--- src/rtl/subcmp_pkg.sv ---
package subcmp_pkg;

  // Width of one carry-lookahead group inside the subtractor.
  localparam int GRP_W = 4;

  // Flag bundle handed from the decoder to the top level.
  typedef struct packed {
    logic zero;
    logic eq;
    logic ge;
    logic gt;
    logic lt;
    logic le;
    logic ovf;
  } cmp_flags_t;

endpackage

--- src/rtl/subcmp_cla_grp.sv ---
// One lookahead group: every internal carry is a sum of products of
// generate/propagate terms and the group carry-in, with no ripple inside.
module subcmp_cla_grp #(
  parameter int GW = 4
) (
  input  logic [GW-1:0] x_i,
  input  logic [GW-1:0] y_i,
  input  logic          cin_i,
  output logic [GW-1:0] sum_o,
  output logic          cout_o
);

  logic [GW-1:0] prop;
  logic [GW-1:0] gen;
  logic [GW:0]   cy;

  assign prop = x_i ^ y_i;
  assign gen  = x_i & y_i;

  always_comb begin
    logic run;
    logic acc;
    cy[0] = cin_i;
    for (int k = 1; k <= GW; k++) begin
      acc = 1'b0;
      run = 1'b1;
      for (int j = k - 1; j >= 0; j--) begin
        acc = acc | (run & gen[j]);
        run = run & prop[j];
      end
      cy[k] = acc | (run & cin_i);
    end
  end

  assign sum_o  = prop ^ cy[GW-1:0];
  assign cout_o = cy[GW];

endmodule

--- src/rtl/subcmp_adder.sv ---
// Subtractor: A plus inverted B, with carry-in forced high. The groups are
// chained by ripple between them.
module subcmp_adder #(
  parameter int W  = 8,
  parameter int GW = 4
) (
  input  logic [W-1:0] a_i,
  input  logic [W-1:0] b_i,
  output logic [W-1:0] diff_o,
  output logic         carry_o
);

  localparam int NG = (W + GW - 1) / GW;
  localparam int PW = NG * GW;

  logic [PW-1:0] xa;
  logic [PW-1:0] yb;
  logic [PW-1:0] sum;
  logic [NG:0]   gcy;

  assign xa     = PW'(a_i);
  assign yb     = PW'(~b_i);
  assign gcy[0] = 1'b1;

  for (genvar g = 0; g < NG; g++) begin : g_grp
    subcmp_cla_grp #(.GW(GW)) u_grp (
      .x_i   (xa[g*GW +: GW]),
      .y_i   (yb[g*GW +: GW]),
      .cin_i (gcy[g]),
      .sum_o (sum[g*GW +: GW]),
      .cout_o(gcy[g+1])
    );
  end

  assign diff_o = sum[W-1:0];

  if (PW == W) begin : g_exact
    assign carry_o = gcy[NG];
  end else begin : g_pad
    // Padding bits are 0 on both operands, so bit W holds the carry into W.
    assign carry_o = sum[W];
  end

endmodule

--- src/rtl/subcmp_flags.sv ---
// Flag decoder. It uses only the carry-out, the result bits and the sign
// bits; there is no magnitude comparator.
module subcmp_flags
  import subcmp_pkg::*;
#(
  parameter int W = 8
) (
  input  logic [W-1:0] diff_i,
  input  logic         carry_i,
  input  logic         a_sign_i,
  input  logic         b_sign_i,
  output cmp_flags_t   flags_o
);

  logic nz;

  assign nz = ~(|diff_i);

  always_comb begin
    flags_o.zero = nz;
    flags_o.eq   = nz;
    flags_o.ge   = carry_i;
    flags_o.lt   = ~carry_i;
    flags_o.gt   = carry_i & ~nz;
    flags_o.le   = ~carry_i | nz;
    flags_o.ovf  = (a_sign_i ^ b_sign_i) & (diff_i[W-1] ^ a_sign_i);
  end

endmodule

--- src/rtl/subcmp_unit.sv ---
module subcmp_unit
  import subcmp_pkg::*;
#(
  parameter int W = 8
) (
  input  logic [W-1:0] a_i,
  input  logic [W-1:0] b_i,
  output logic [W-1:0] diff_o,
  output logic         carry_o,
  output logic         zero_o,
  output logic         eq_o,
  output logic         ge_o,
  output logic         gt_o,
  output logic         lt_o,
  output logic         le_o,
  output logic         ovf_o
);

  cmp_flags_t flags;

  subcmp_adder #(.W(W), .GW(GRP_W)) u_add (
    .a_i    (a_i),
    .b_i    (b_i),
    .diff_o (diff_o),
    .carry_o(carry_o)
  );

  subcmp_flags #(.W(W)) u_flg (
    .diff_i  (diff_o),
    .carry_i (carry_o),
    .a_sign_i(a_i[W-1]),
    .b_sign_i(b_i[W-1]),
    .flags_o (flags)
  );

  assign zero_o = flags.zero;
  assign eq_o   = flags.eq;
  assign ge_o   = flags.ge;
  assign gt_o   = flags.gt;
  assign lt_o   = flags.lt;
  assign le_o   = flags.le;
  assign ovf_o  = flags.ovf;

  // Cross-checks between the adder outputs, the decoder outputs and the ports.
  always_comb begin
    p_diff_wrap_r1: assert (diff_o == W'(a_i - b_i))
      else $error("diff does not match modular difference");
    p_carry_order_r2: assert (carry_o == (a_i >= b_i))
      else $error("carry disagrees with unsigned order");
    p_zero_equal_r3: assert (zero_o == (a_i == b_i))
      else $error("zero flag disagrees with operand equality");
    p_ge_lt_excl_r4: assert (ge_o ^ lt_o)
      else $error("ge and lt not mutually exclusive");
    p_gt_not_eq_r5: assert (!(gt_o && eq_o))
      else $error("gt and eq both high");
    p_le_join_r6: assert (le_o == (lt_o | eq_o))
      else $error("le is not lt or eq");
    p_no_overflow_r7: assert (!((a_i[W-1] == b_i[W-1]) && ovf_o))
      else $error("overflow with equal operand signs");
  end

endmodule

--- config.mk ---
export PLATFORM = sky130hd
export DESIGN_NAME = subcmp_unit
export DESIGN_NICKNAME = d
export VERILOG_FILES = /design/src/rtl/subcmp_pkg.sv /design/src/rtl/subcmp_cla_grp.sv /design/src/rtl/subcmp_adder.sv /design/src/rtl/subcmp_flags.sv /design/src/rtl/subcmp_unit.sv
export SDC_FILE = /design/constraint.sdc
export NUM_CORES = 1
export LEC_CHECK = 0
export BUFFER_PORTS_ARGS = -buffer_cell sky130_fd_sc_hd__buf_2
export CORE_AREA = 4 4 41 43
export DETAILED_ROUTE_END_ITERATION = 12
export DIE_AREA = 0 0 45 47
export PLACE_DENSITY_LB_ADDON = 0.3
export SYNTH_ARGS = -nofsm -noshare
export SYNTH_HDL_FRONTEND = slang
export SYNTH_HIERARCHICAL = 1
export SYNTH_SLANG_ARGS = --single-unit
--- constraint.sdc ---
create_clock -name vclk -period 3.6
set_clock_uncertainty 0.05 [all_clocks]
set_input_delay 0.36 -clock vclk [all_inputs]
set_output_delay 0.36 -clock vclk [all_outputs]
set_load 0.005 [all_outputs]
==> results.json <==
{
  "whs_ps": 974.8,
  "status": "finished, final reports clean",
  "core_area_um2": 1301,
  "clockBufferCount": 0,
  "syn2layout_area_growth_pct": 39.38,
  "grt_pass1_wl_mm": 1.559,
  "fmax_mhz": 308.5,
  "synth_cell_types": 18,
  "ios": 32,
  "crit_arrival_ps": 2830,
  "endpoint_kind": "primary output",
  "ir_worst_vdd_mv": 0.06413,
  "synth_area_um2": 406.6,
  "p_leak_uw": 0.0003929,
  "drc": 0,
  "dr.pass1.iters": 3,
  "drive_gt1_frac": 0.3882,
  "p_seq_frac": 0,
  "fp.dieW_um": 45,
  "n_antenna_cell": 0,
  "tns_ps": 0,
  "grt_setup_unrepaired": "false",
  "finalSetupViolations": 0,
  "power.switching_uw": 51.00,
  "ctsResizeCount": 0,
  "nets": 113,
  "grt_pass1_vias": 398,
  "regArea_um2": 0,
  "yosys_warnings": 6,
  "min_path_type": "input port to primary output",
  "grt_use_total": 0.09306,
  "routabilityCongestion": 0.6699,
  "die-area_um2": 2115,
  "worstHoldStart": "a_i[7]",
  "critical_path_class": "input port to primary output",
  "ys_seq_area_frac": 0,
  "p_comb_frac": 1.000,
  "avgSynthCellArea_um2": 7.393,
  "cts_hold_buf": 0,
  "cp_max_fo": 4,
  "powerDensity_nw_per_um2": 182.5,
  "nFlopsAndLatches": 0,
  "routed_wire_length_per_instance_um": 9.240,
  "synthTopCellsByArea": "ha_1 25%, inv_1 16%, a21o_1 11%, fa_1 9.8%, xnor2_1 8.6%",
  "worstHoldPathCells": 3,
  "syn_inst": 55,
  "std_cell_rows": 13,
  "hold_violations": 0,
  "drtAntennaViolNets": 0,
  "p_sw_frac": 0.4932,
  "io_buffers": 32,
  "drt-initial-drc-count": 2,
  "internal_power_uw": 52.41,
  "hpwl_um": 896.6,
  "antenna_found_initial": 0,
  "drt-total-wl_um": 924,
  "post_cts_buffers": 0,
  "utilization": 0.4356,
  "place_area_um2": 566.8,
  "hold_end": "ovf_o",
  "maxCapViolCount": 0,
  "synth_top_area_share": 0.2462,
  "slew_viol_final": 0,
  "start_kind": "input port",
  "via_per_inst": 4.500,
  "die_height_um": 47,
  "netlist.top_cell.by_area": "ha_1",
  "min_period_ps": 3242,
  "critPathRequiredTime_ps": 3190,
  "period_share": 0.9005,
  "initial_utilization": 0.3125,
  "p_clk_frac": 0,
  "routed-via-count": 450,
  "grt_overflow": 0,
  "grt_max_degree": 6,
  "final_area_um2": 566.8
}
-- layout by cell type (no fill, tap or decap) --
cell type	count
buf_2	32
a21oi_1	2
nand2_1	1
inv_1	17
nand2b_1	1
nor2_1	1
ha_1	8
fa_1	2
o21ai_1	1
o21a_1	1
o22ai_1	1
a21o_1	6
xnor2_1	4
conb_1	2
xor2_1	2
or4_1	1
or4_4	1
a31o_1	2
-- synthesized netlist by cell type --
master / instances
o22ai_1: 1
conb_1: 1
a21oi_1: 2
nand2_1: 1
a21o_1: 6
ha_1: 8
nand2b_1: 1
xor2_1: 2
o21a_1: 1
nor2_1: 1
o21ai_1: 1
fa_1: 2
buf_4: 3
xnor2_1: 4
or4_1: 1
inv_1: 17
or4_4: 1
a31o_1: 2
-- critical path, cell delays in order --
cell and delay (ps):
buf_2 100, ha_1 320, a21o_1 190, a31o_1 200, a21o_1 190, a21o_1 170
a31o_1 240, xor2_1 180, or4_4 560, o21a_1 200, buf_2 120
-- metal layers --
layer  track usage  vias up  share of wire
met4             0        0              0
met2        0.1836       14           0.53
met1        0.1199      203           0.40
met3             0        0          0.070
li1              -      233              -
met5             0        -              0
-- logic make-up (layout without fill, tap and decap cells) --
| kind of cell | Yosys count | after routing | share of synthesized area |
|---|---|---|---|
| other | 1 | 2 | 0.009222 |
| xor gates and xnor gates | 6 | 6 | 0.1292 |
| buffers and inverters | 20 | 49 | 0.2123 |
| and+or+nand+nor | 5 | 5 | 0.08000 |
| AOI/OAI and AO/OA | 13 | 13 | 0.2246 |
| adders and majority gates | 10 | 10 | 0.3446 |
-- metrics by stage --
stage          total power [uW]  setup WS [ps]  cells
3_5_place_dp              105.3          350.5    100
4_1_cts                   105.8          341.6    100
2_1_floorplan             62.90          577.4     56
6_report                  103.4          358.4    100
3_3_place_gp              102.9          386.1    100
5_1_grt                   119.5          231.6    100
-- power by group through the flow --
stage / clock network [uW] / registers, uW / logic (uW)
global route: 0 / 0 / 120
finish: 0 / 0 / 103
CTS: 0 / 0 / 106
global placement: 0 / 0 / 103
detailed placement: 0 / 0 / 105
floorplan: 0 / 0 / 62.9
-- final cells by class --
| type | instances | area, um2 |
|---|---|---|
| fill | 152 | 734.5 |
| inverter | 17 | 63.81 |
| multi-input combinational | 36 | 324.1 |
| tap | 15 | 18.77 |
| timing repair buffer | 32 | 160.2 |
-- how the worst max path moves through the flow --
stage                 from    to  slack, ps
CTS                 a_i[2]  gt_o        340
global route        b_i[0]  gt_o        230
global placement    a_i[2]  gt_o        390
finish              a_i[2]  gt_o        360
floorplan           b_i[2]  eq_o        580
detailed placement  a_i[2]  gt_o        350
Note: power is estimated with default switching activity, not from simulation.
